$ cat src/rtl/lockguard_pkg.sv
package lockguard_pkg;

   // protection level, ordered so that a larger value is stronger
   typedef enum logic [1:0] {
      LVL_OPEN    = 2'd0,
      LVL_SEALED  = 2'd1,
      LVL_NOVRFY  = 2'd2,
      LVL_NOEXEC  = 2'd3
   } prot_lvl_e;

   // controls handed from the level decoder to the access gate
   typedef struct packed {
      logic wr_ok;       // code writes allowed
      logic rd_ok;       // verify reads allowed
      logic tbl_deny;    // external table reads of internal code refused
      logic xexec_deny;  // external execution refused
      logic use_latch;   // strap taken from reset latch
   } guard_ctl_t;

endpackage

$ cat src/rtl/lg_lock_store.sv
module lg_lock_store #(
   parameter int NBITS = 3,
   localparam int IDX_W = $clog2(NBITS + 1)
) (
   input  logic             clk,
   input  logic             por_n,
   input  logic             set_req,
   input  logic [IDX_W-1:0] set_idx,
   output logic [NBITS-1:0] bits_o
);

   // one sticky flop per lock bit; only power-on clears it
   for (genvar i = 0; i < NBITS; i++) begin : g_bit
      always_ff @(posedge clk or negedge por_n) begin
         if (!por_n)
            bits_o[i] <= 1'b0;
         else if (set_req && (set_idx == IDX_W'(i + 1)))
            bits_o[i] <= 1'b1;
      end
   end

endmodule

$ cat src/rtl/lg_level_decode.sv
module lg_level_decode
   import lockguard_pkg::*;
#(
   parameter int NBITS = 3
) (
   input  logic [NBITS-1:0] bits_i,
   output guard_ctl_t       ctl_o
);

   localparam int LVL_W = $bits(prot_lvl_e);

   logic [LVL_W-1:0] hi;
   prot_lvl_e        lvl;

   // highest programmed bit decides the level
   always_comb begin
      hi = '0;
      for (int i = 0; i < NBITS; i++)
         if (bits_i[i]) hi = LVL_W'(i + 1);
      lvl = prot_lvl_e'(hi);
   end

   always_comb begin
      ctl_o.wr_ok      = (lvl == LVL_OPEN);
      ctl_o.rd_ok      = (lvl <  LVL_NOVRFY);
      ctl_o.tbl_deny   = (lvl >= LVL_SEALED);
      ctl_o.xexec_deny = (lvl == LVL_NOEXEC);
      ctl_o.use_latch  = (lvl != LVL_OPEN);
   end

endmodule

$ cat src/rtl/lg_ea_hold.sv
module lg_ea_hold (
   input  logic clk,
   input  logic por_n,
   input  logic rst,
   input  logic ea_pin,
   output logic latched_o,
   output logic known_o
);

   always_ff @(posedge clk or negedge por_n) begin
      if (!por_n) begin
         latched_o <= 1'b1;
         known_o   <= 1'b0;
      end else if (rst) begin
         latched_o <= ea_pin;
         known_o   <= 1'b1;
      end
   end

endmodule

$ cat src/rtl/lg_access_gate.sv
module lg_access_gate
   import lockguard_pkg::*;
#(
   parameter int                DATA_W = 8,
   parameter logic [DATA_W-1:0] FILL   = '0
) (
   input  guard_ctl_t        ctl_i,
   input  logic              fetch_ext,
   input  logic              pgm_wr_req,
   input  logic              pgm_rd_req,
   input  logic              tbl_req,
   input  logic              tbl_internal,
   input  logic [DATA_W-1:0] code_byte,
   output logic              pgm_wr_grant,
   output logic              pgm_rd_grant,
   output logic [DATA_W-1:0] verify_byte,
   output logic [DATA_W-1:0] tbl_byte,
   output logic              tbl_blocked,
   output logic              ext_fetch_block
);

   always_comb begin
      pgm_wr_grant    = pgm_wr_req & ctl_i.wr_ok;
      pgm_rd_grant    = pgm_rd_req & ctl_i.rd_ok;
      verify_byte     = pgm_rd_grant ? code_byte : FILL;
      tbl_blocked     = tbl_req & tbl_internal & fetch_ext & ctl_i.tbl_deny;
      tbl_byte        = tbl_blocked ? FILL : code_byte;
      ext_fetch_block = fetch_ext & ctl_i.xexec_deny;
   end

endmodule

$ cat src/rtl/lockguard_top.sv
module lockguard_top
   import lockguard_pkg::*;
#(
   parameter int                DATA_W    = 8,
   parameter int                LOCK_BITS = 3,
   parameter logic [DATA_W-1:0] FILL      = '0,
   localparam int               IDX_W     = $clog2(LOCK_BITS + 1)
) (
   input  logic              clk,
   input  logic              por_n,
   input  logic              rst,
   input  logic              ea_pin,
   input  logic              fetch_ext,
   input  logic              lock_prog_req,
   input  logic [IDX_W-1:0]  lock_prog_idx,
   input  logic              pgm_wr_req,
   input  logic              pgm_rd_req,
   input  logic              tbl_req,
   input  logic              tbl_internal,
   input  logic [DATA_W-1:0] code_byte,
   output logic              ea_level,
   output logic              ea_known,
   output logic              pgm_wr_grant,
   output logic              pgm_rd_grant,
   output logic [DATA_W-1:0] verify_byte,
   output logic [DATA_W-1:0] tbl_byte,
   output logic              tbl_blocked,
   output logic              ext_fetch_block
);

   if (LOCK_BITS != 3) begin : g_bad_bits
      $error("lockguard_top: LOCK_BITS must be 3 to match the level encoding");
   end
   if (DATA_W < 1) begin : g_bad_width
      $error("lockguard_top: DATA_W must be at least 1");
   end

   logic [LOCK_BITS-1:0] lock_bits;
   guard_ctl_t           ctl;
   logic                 ea_latched;

   lg_lock_store #(.NBITS(LOCK_BITS)) u_store (
      .clk     (clk),
      .por_n   (por_n),
      .set_req (lock_prog_req),
      .set_idx (lock_prog_idx),
      .bits_o  (lock_bits)
   );

   lg_level_decode #(.NBITS(LOCK_BITS)) u_decode (
      .bits_i (lock_bits),
      .ctl_o  (ctl)
   );

   lg_ea_hold u_ea (
      .clk       (clk),
      .por_n     (por_n),
      .rst       (rst),
      .ea_pin    (ea_pin),
      .latched_o (ea_latched),
      .known_o   (ea_known)
   );

   lg_access_gate #(.DATA_W(DATA_W), .FILL(FILL)) u_gate (
      .ctl_i           (ctl),
      .fetch_ext       (fetch_ext),
      .pgm_wr_req      (pgm_wr_req),
      .pgm_rd_req      (pgm_rd_req),
      .tbl_req         (tbl_req),
      .tbl_internal    (tbl_internal),
      .code_byte       (code_byte),
      .pgm_wr_grant    (pgm_wr_grant),
      .pgm_rd_grant    (pgm_rd_grant),
      .verify_byte     (verify_byte),
      .tbl_byte        (tbl_byte),
      .tbl_blocked     (tbl_blocked),
      .ext_fetch_block (ext_fetch_block)
   );

   assign ea_level = ctl.use_latch ? ea_latched : ea_pin;

endmodule

$ cat config.mk
export PLATFORM = sky130hd
export DESIGN_NAME = lockguard_top
export DESIGN_NICKNAME = d
export VERILOG_FILES = /design/src/rtl/lockguard_pkg.sv /design/src/rtl/lg_lock_store.sv /design/src/rtl/lg_level_decode.sv /design/src/rtl/lg_ea_hold.sv /design/src/rtl/lg_access_gate.sv /design/src/rtl/lockguard_top.sv
export SDC_FILE = /design/constraint.sdc
export NUM_CORES = 1
export LEC_CHECK = 0
export CELL_PAD_IN_SITES_DETAIL_PLACEMENT = 0
export CELL_PAD_IN_SITES_GLOBAL_PLACEMENT = 1
export CORE_MARGIN = 2
export CORE_UTILIZATION = 15
export DETAILED_ROUTE_END_ITERATION = 6
export PLACE_DENSITY = 0.78
export RECOVER_POWER = 50
export SETUP_SLACK_MARGIN = 0.1
export SYNTH_ARGS = -nofsm -noshare
export SYNTH_HDL_FRONTEND = slang
export SYNTH_HIERARCHICAL = 1
export SYNTH_SLANG_ARGS = --single-unit
$ cat constraint.sdc
create_clock -name clk -period 1.67 [get_ports clk]
set_clock_uncertainty 0.1 [all_clocks]
set_input_delay 0.501 -clock clk [delete_from_list [all_inputs] [get_ports clk]]
set_output_delay 0.501 -clock clk [all_outputs]
set_load 0.01 [all_outputs]
Word level (Yosys, flattened, before mapping)
Index checks and enable logic that the tools add are counted.
{"block": "op_classes", "magnitude_cmp": 2, "n_eq_ne": 4, "n_mux": 6, "bitwise_logic": 6, "n_reduce_logical": 5}
{"op": "8-bit two-way mux", "n": 2}
{"op": "1-bit AND", "n": 6}
{"op": "2-bit == test (second input constant)", "n": 3}
{"op": "2-bit two-way mux", "n": 2}
{"op": "1-bit logical AND", "n": 3}
{"op": "2-bit by 1-bit == test with 1-bit output (second input constant)", "n": 1}
{"op": "2-bit by 1-bit greater-or-equal comparator with 1-bit output (second input constant)", "n": 1}
{"op": "2-bit logical NOT", "n": 1}
{"op": "2-bit < comparator (second input constant)", "n": 1}
{"op": "1-bit two-way mux", "n": 2}
{"op": "2-bit nonzero test", "n": 1}
{"block": "word_totals", "reg_bits": 5, "inputBits": 20, "out_inout_bits": 22}

Logic depth before layout (Yosys ltp)
Gate-level depths: netlist of run 1.
{"block": "depth", "ltp_word": 6, "depth_mapped": 4, "ltp_nobuf": 3}

By module
Netlist of run 1, hierarchy kept.
{"mod": "lg_access_gate", "n_inst": 1, "cells_per_inst": 21, "area_per_inst_um2": 145.1}
{"mod": "lg_lock_store", "n_inst": 1, "cells_per_inst": 8, "area_per_inst_um2": 106.4}
{"mod": "lg_ea_hold", "n_inst": 1, "cells_per_inst": 4, "area_per_inst_um2": 72.6}
{"mod": "lg_level_decode", "n_inst": 1, "cells_per_inst": 5, "area_per_inst_um2": 26.3}
{"mod": "lockguard_top", "n_inst": 1, "cells_per_inst": 1, "area_per_inst_um2": 15.0}

Worst setup path before layout of run 1
OpenSTA, ideal clock, no wires.
{"block": "synth_path", "path_kind": "reg2out", "startpoint": "reg u_store.bits_o[2]", "endpoint": "out tbl_byte[0]", "arrival_ns": 1.221, "t_required_ns": 1.069, "setup_slack_ns": -0.152, "stages_incl_launch_ff": 5, "n_path_buf": 1, "path_cell_list": "dfrtp_1 -> or3_1 -> buf_4 -> nand4_4 -> and2_1"}
{"element": "start, declared", "line": "lg_lock_store.sv:9", "source": "output logic [NBITS-1:0] bits_o"}
{"element": "start signal, assigned by index", "line": "lg_lock_store.sv:16", "source": "bits_o[i] <= 1'b0;"}
{"element": "start signal, assigned by index", "line": "lg_lock_store.sv:18", "source": "bits_o[i] <= 1'b1;"}
{"element": "end, declared", "line": "lockguard_top.sv:26", "source": "output logic [DATA_W-1:0] tbl_byte,"}

==> flow_summary_export.csv, run 1 <==
group,metric,value,unit
cells_and_area,nNetsFinal,110,
setup_path,crit_path_end_kind,"output port",
place,gp_congestion,0.756,
synth,synth_commonest_cells,"10 x and2_1, 8 x and3_1, 4 x dfrtp_1",
sta,drv_slew,0,
place,dpl_cell_area,855,um2
floorplan,dieHeight,53.4,um
detailed_routing,routed-wl-met2,849,um
floorplan,io_pins,42,
synth,syn-num-nets,59,
synth,synth.area.top_cells,"dfrtp_1 27%, and2_1 17%, and3_1 14%, mux2_4 8.2%, dfstp_2 7.2%",
setup_path,crit_arrival,1490,ps
global_route,antenna_found_initial,0,
clocking,clkTransAtPathRegs,40,ps
clocking,cts_made_buffers,3,
floorplan,fp-row-count,17,
floorplan,core_area,2250,um2
detailed_routing,top_layer,"met4",
min_path,hold_depth,1,
detailed_routing,wl_per_cell,12.1,um
clocking,cts_tree,"done",
power,p_int,310,uW
synth,yosysSeqAreaShare,0.346,
setup_path,cp-start-kind,"flop",
global_route,grt_pass1_vias,475,
detailed_routing,viasPerCell,4.24,
power,p_per_area,427,nW/um2
sta,fin_crit_sh,1.25,
sta,tightestPinTransition,279,ps
sta,relSlewSlack,0.814,
detailed_routing,wl_met3,48,um
sta,fin_crit,2090,ps
setup_path,cp_max_fo,3,
cells_and_area,syn_to_final_growth,162,%
place,portBuffers,41,
global_route,grt_pass1_wl,2110,um
detailed_routing,ant_nets,0,
clocking,cts.sinks,5,
power,combPwrFrac,0.350,
synth,async_flop_share,1.00,
power,leakage,0.000453,uW
clocking,root_buffer,"clkbuf_4",
power,netSwitchingFraction,0.243,
global_route,grt_max_degree,10,
detailed_routing,wl_met1,497,um
synth,synth_edf_count,0,
global_route,grt_overflow,0,
detailed_routing,drc,0,
power,p_seq_frac,0.311,
global_route,grt_util_all_layers,0.104,
cells_and_area,diodes,0,
clocking,hold_buffers,0,
outcome,status,"finished, violations left",
detailed_routing,vias,496,
outcome,violations,"setup timing",
synth,synth_most_common_cell,"and2_1",
power,p_sw,99.6,uW
floorplan,chipWidth,53.4,um
sta,hold_viol,0,
synth,syn_inst,39,
flow_run,max_cap_viol_count,0,
synth,ys_ff_latch,5,
cells_and_area,postLayoutCoreUtil,0.425,
floorplan,dieArea,2850,um2
setup_path,setup.worst_path.class,"flop to output port",
synth,synth_warnings,6,
power,pwr-share-clk,0.339,
sta,rsz0062_at_grt,"true",
power,ir_worst_vdd,369,uV
detailed_routing,firstDrtPassIters,2,
synth,ys.flop_type,"dfrtp_1",
synth,synth_top_area_frac,0.274,
clocking,htreeDepth,1,
detailed_routing,drt_iter0_markers,1,
sta,finalSetupViolations,20,
detailed_routing,wl,1420,um
setup_path,reg2reg_depth,3,
clocking,clockBufferDepth,2,
setup_path,critical_path_required,1070,ps
synth,synth.distinct_cells,17,
synth,syn_area_per_cell,9.37,um2
sta,max_freq,478,MHz
synth,syn-cell-area,365,um2
cells_and_area,fin_area,958,um2
clocking,clk_latency,240,ps
min_path,hold_path.class,"flop to flop",
cells_and_area,fillers,238,
sta,timing.final.ws_setup,-420,ps
floorplan,initial_core_util,0.162,
cells_and_area,drive_above_1_share,0.607,
synth,yosys.area.top_type,"dfrtp_1",
==> layer usage <==
layer | vias up | global-route usage
li1 | 242 | -
met1 | 241 | 0.103
met2 | 11 | 0.202
met3 | 2 | 0.0198
met4 | 0 | 0.0513
met5 | - | 0
==> cells by family after synthesis <==
group / share of synthesized area
mux: 0.0822
compound gates: 0.0651
flops: 0.346
simple gates: 0.466
buf+inv: 0.0411
==> layout make-up <==
class                           instances  area, um2  share of cell area
Multi-Input combinational cell         32        313               0.326
Clock buffer                            4       26.3              0.0274
Inverter                                1       3.75             0.00392
Tap cell                               28       35.0              0.0366
Sequential cell                         5        126               0.132
Timing Repair Buffer                   47        454               0.474
==> flip-flops by register name (all words and copies together), names as in the netlist <==
signal / cells
u_store/bits_o: 3
u_ea/known_o: 1
u_ea/latched_o: 1
==> worst paths after layout <==
| kind | startpoint | to | slack, ps |
|---|---|---|---|
| setup / recovery | u_store/bits_o[1]$_DFFE_PN0P_ | ea_level | -420 |
| hold / removal | u_ea/known_o$_DFFE_PN0P_ | u_ea/known_o$_DFFE_PN0P_ | 350 |
| setup reg to reg | u_store/bits_o[1]$_DFFE_PN0P_ | u_store/bits_o[1]$_DFFE_PN0P_ | 670 |
| hold reg to reg | u_ea/known_o$_DFFE_PN0P_ | u_ea/known_o$_DFFE_PN0P_ | 350 |
| max in group asynchronous | por_n | u_ea/latched_o$_DFFE_PN1P_ | 760 |
| min in group asynchronous | por_n | u_store/bits_o[2]$_DFFE_PN0P_ | 450 |
==> what timing repair did <==
action	in CTS	in global routing
endpoints found under the setup margin	22	21
setup buffers	1	1
pin swaps	5	6
resized for setup	115	12
cloned	2	0
==> cells in the final DEF, fill, tap and decap left out, drive strengths merged, types with 2 or more instances in the layout <==
cell | netlist | routed
clkbuf | 1 | 4
dfrtp | 4 | 4
buf | 1 | 28
nand2 | 2 | 2
dlygate4sd3 | 0 | 2
dlygate4sd2 | 0 | 5
and2 | 11 | 11
clkdlybuf4s50 | 0 | 12
nand4 | 1 | 2
o21bai | 2 | 2
and3 | 8 | 8
mux2 | 2 | 2
==> worst max-delay path, stage by stage (launching register included) <==
cell and delay, ps:
dfrtp_1 380, or3_4 440, mux2_4 310, buf_6 120
==> power groups by stage <==
stage / combinational (uW) / sequential (uW) / clock (uW)
after global routing: 152 / 127 / 154
after CTS: 143 / 127 / 147
final: 143 / 127 / 139
after floorplan: 42.3 / 129 / 0
after global placement: 136 / 129 / 0
after detailed placement: 137 / 129 / 0
==> stage by stage <==
step | hold WS [ps] | worst slack [ps] | TNS (ps) | power (uW) | std cells
floorplan | 105 | -57.4 | -463 | 171 | 39
global placement | 345 | -799 | -15710 | 265 | 110
detailed placement | 347 | -823 | -15770 | 266 | 110
CTS | 357 | -425 | -6470 | 417 | 117
global route | 370 | -462 | -7500 | 433 | 117
finish | 352 | -420 | -6390 | 410 | 117
(Power assumes the default switching activity.)
==> run 2: changes to the inputs <==
--- a/config.mk
+++ b/config.mk
@@ -10,10 +10,9 @@
 export CORE_MARGIN = 2
 export CORE_UTILIZATION = 15
 export DETAILED_ROUTE_END_ITERATION = 6
-export PLACE_DENSITY = 0.78
+export PLACE_DENSITY = 0.77
 export RECOVER_POWER = 50
 export SETUP_SLACK_MARGIN = 0.1
 export SYNTH_ARGS = -nofsm -noshare
 export SYNTH_HDL_FRONTEND = slang
-export SYNTH_HIERARCHICAL = 1
 export SYNTH_SLANG_ARGS = --single-unit
==> flow_summary_export.csv, run 2 <==
group,metric,value,unit
outcome,status,"finished, violations left",
outcome,violations,"setup timing",
place,post-place-cells,113,
sta,timing.final.ws_setup,-433,ps
global_route,grt_util_all_layers,0.120,
place,portBuffers,41,
synth,synth_commonest_cells,"10 x and2_1, 8 x a21boi_1, 4 x dfrtp_1",
cells_and_area,diodes,0,
detailed_routing,ant_nets,0,
sta,tightestPinTransition,233,ps
floorplan,dieArea,2850,um2
cells_and_area,layoutNonFillerInstCount,125,
setup_path,cp_max_fo,4,
power,fin_total_pwr,423,uW
detailed_routing,drt_iter0_markers,1,
clocking,clkTransAtPathRegs,50,ps
setup_path,critPathTopFamily,"buffers and inverters",
synth,yosys.area.top_type,"dfrtp_1",
place,dp_hpwl,1190,um
clocking,clockBufferDepth,2,
cells_and_area,syn_to_final_growth,203,%
setup_path,critical_path_required,1070,ps
synth,syn-cell-area,365,um2
setup_path,crit_chain,"buf_6 > nor3b_4 > buf_6 > buf_6 > buf_6 > and2_4 > buf_6",
global_route,gr-max-usage-layer,"met2",
synth,ys_ff_latch,5,
place,dpl_cell_area,981,um2
min_path,hold_depth,1,
floorplan,io_pins,42,
setup_path,cp-start-kind,"flop",
sta,drv_slew,0,
clocking,clk_latency,250,ps
clocking,cts_tree,"done",
power,leakage,0.000525,uW
min_path,hold_path.class,"flop to flop",
global_route,grtUsageMet3,0.0254,
floorplan,initial_core_util,0.162,
cells_and_area,postLayoutCoreUtil,0.492,
clocking,cts.sinks,5,
setup_path,critPathBufInv,5,
setup_path,startpoint,"u_store.bits_o[2]$_DFFE_PN0P_",
global_route,grt_pass1_vias,535,
synth,yosysSeqAreaShare,0.346,
clocking,htreeDepth,1,
setup_path,cp.depth,7,
global_route,grt_max_degree,8,
synth,synth.area.top_cells,"dfrtp_1 27%, and2_1 17%, a21boi_1 16%, dfstp_2 7.2%, mux2_4 4.1%",
setup_path,setup.worst_path.class,"flop to output port",
sta,whs,361,ps
clocking,hold_buffers,0,
cells_and_area,reg_top3,"u_store.bits_o x3, u_ea.known_o x1, u_ea.latched_o x1",
detailed_routing,drc,0,
global_route,grt_pass1_wl,2430,um
setup_path,slowest_stage,"dfrtp_1",
floorplan,core_area,2250,um2
setup_path,reg2reg_from,"u_store.bits_o[2]$_DFFE_PN0P_",
power,ir_worst_vdd,486,uV
flow_run,max_cap_viol_count,0,
setup_path,cp_common_cell,"buf_6",
detailed_routing,viasPerCell,4.13,
setup_path,r2r_slack,610,ps
sta,fin_crit_sh,1.26,
synth,syn_area_per_cell,9.61,um2
detailed_routing,wl_per_cell,11.8,um
sta,fin_crit,2100,ps
floorplan,dieHeight,53.4,um
clocking,root_buffer,"clkbuf_4",
clocking,cts_made_buffers,3,
global_route,antenna_found_initial,0,
cells_and_area,largest_reg_flops,3,
setup_path,reg2reg_depth,3,
sta,hold_viol,0,
min_path,min_from,"u_ea.known_o$_DFFE_PN0P_",
sta,finalSetupViolations,21,
cells_and_area,fin_area,1110,um2
sta,relSlewSlack,0.844,
cells_and_area,final_common_cell,"buf_6",
synth,syn-num-nets,58,
global_route,grt_overflow,0,
floorplan,fp-row-count,17,
setup_path,crit_arrival,1500,ps
synth,synth_most_common_cell,"and2_1",
synth,synth_warnings,0,
detailed_routing,firstDrtPassIters,2,
cells_and_area,nNetsFinal,118,
synth,async_flop_share,1.00,
cells_and_area,top_register,"u_store.bits_o",
power,p_per_area,382,nW/um2
detailed_routing,wl,1470,um
cells_and_area,drive_above_1_share,0.639,
place,gp_congestion,0.626,
sta,max_freq,476,MHz
detailed_routing,vias,516,
global_route,gr-usage-met1,0.115,
cells_and_area,final_cell_mix,"25 x buf_6, 14 x clkdlybuf4s50_1, 8 x a21boi_4",
synth,ys.flop_type,"dfrtp_1",
sta,rsz0062_at_grt,"true",
setup_path,crit_path_end_kind,"output port",
synth,synth_top_area_frac,0.274,
synth,syn_inst,38,
global_route,grt_use_met2,0.224,
synth,synth.distinct_cells,17,
setup_path,slowest_delay,380,ps
synth,synth_edf_count,0,
floorplan,chipWidth,53.4,um
==> run 2: metrics by stage <==
step | worst slack (ps) | TNS, ps
6_report | -433 | -7610
5_1_grt | -489 | -8690
4_1_cts | -438 | -7890
3_5_place_dp | -920 | -17630
3_3_place_gp | -925 | -17790
2_1_floorplan | -15.6 | -208
==> run 2: what timing repair did <==
item,CTS,global route
gates cloned,0,0
gates resized for setup,111,11
setup endpoints to repair,22,21
setup buffers,9,2
pin swaps,8,5
==> run 2: final cells by class <==
type	count	area [um2]
sequential	5	126
tap	28	35.0
fill	227	1150
timing repair buffer	57	576
multi-input combinational	30	342
clock buffer	4	26.3
inverter	1	3.75
==> run 2: per-layer routing <==
metal | part of all wire | vias up
met2 | 0.55 | 27
met5 | 0 | -
met4 | 0.026 | 0
met1 | 0.31 | 235
li1 | - | 250
met3 | 0.11 | 4
==> run 2: where the power goes <==
part	internal (uW)	total, uW	switching, uW	leakage, uW
combinational	103	150	46.7	0.000465
clock	90.7	146	55.1	0.0000150
sequential	126	127	1.43	0.0000455
==> run 2: worst register-to-register path: stages (launching register included) <==
cell and delay [ps]:
dfrtp_1 380, buf_6 130, buf_4 130, a31o_2 210
==> run 2: worst paths after layout <==
kind                                                  to
max                                       verify_byte[7]
max in group asynchronous     u_ea.latched_o$_DFFE_PN1P_
min reg2reg                     u_ea.known_o$_DFFE_PN0P_
max reg2reg                u_store.bits_o[2]$_DFFE_PN0P_
min in group asynchronous       u_ea.known_o$_DFFE_PN0P_
min                             u_ea.known_o$_DFFE_PN0P_
==> run 2: cell families after synthesis <==
family,Yosys count,synth area share
AO/OA/AOI/OAI,11,0.229
buffers and inverters,3,0.0513
flip-flops,5,0.346
multiplexers,2,0.0719
AND/OR/NAND/NOR,17,0.301
==> run 3: changes to the inputs <==
--- a/config.mk
+++ b/config.mk
@@ -13,6 +13,7 @@
 export PLACE_DENSITY = 0.77
 export RECOVER_POWER = 50
 export SETUP_SLACK_MARGIN = 0.1
+export SLEW_MARGIN = 5
 export SYNTH_ARGS = -nofsm -noshare
 export SYNTH_HDL_FRONTEND = slang
 export SYNTH_SLANG_ARGS = --single-unit
==> results of run 3 <==
The final DEF is identical to that of run 2; final timing and power are the same.
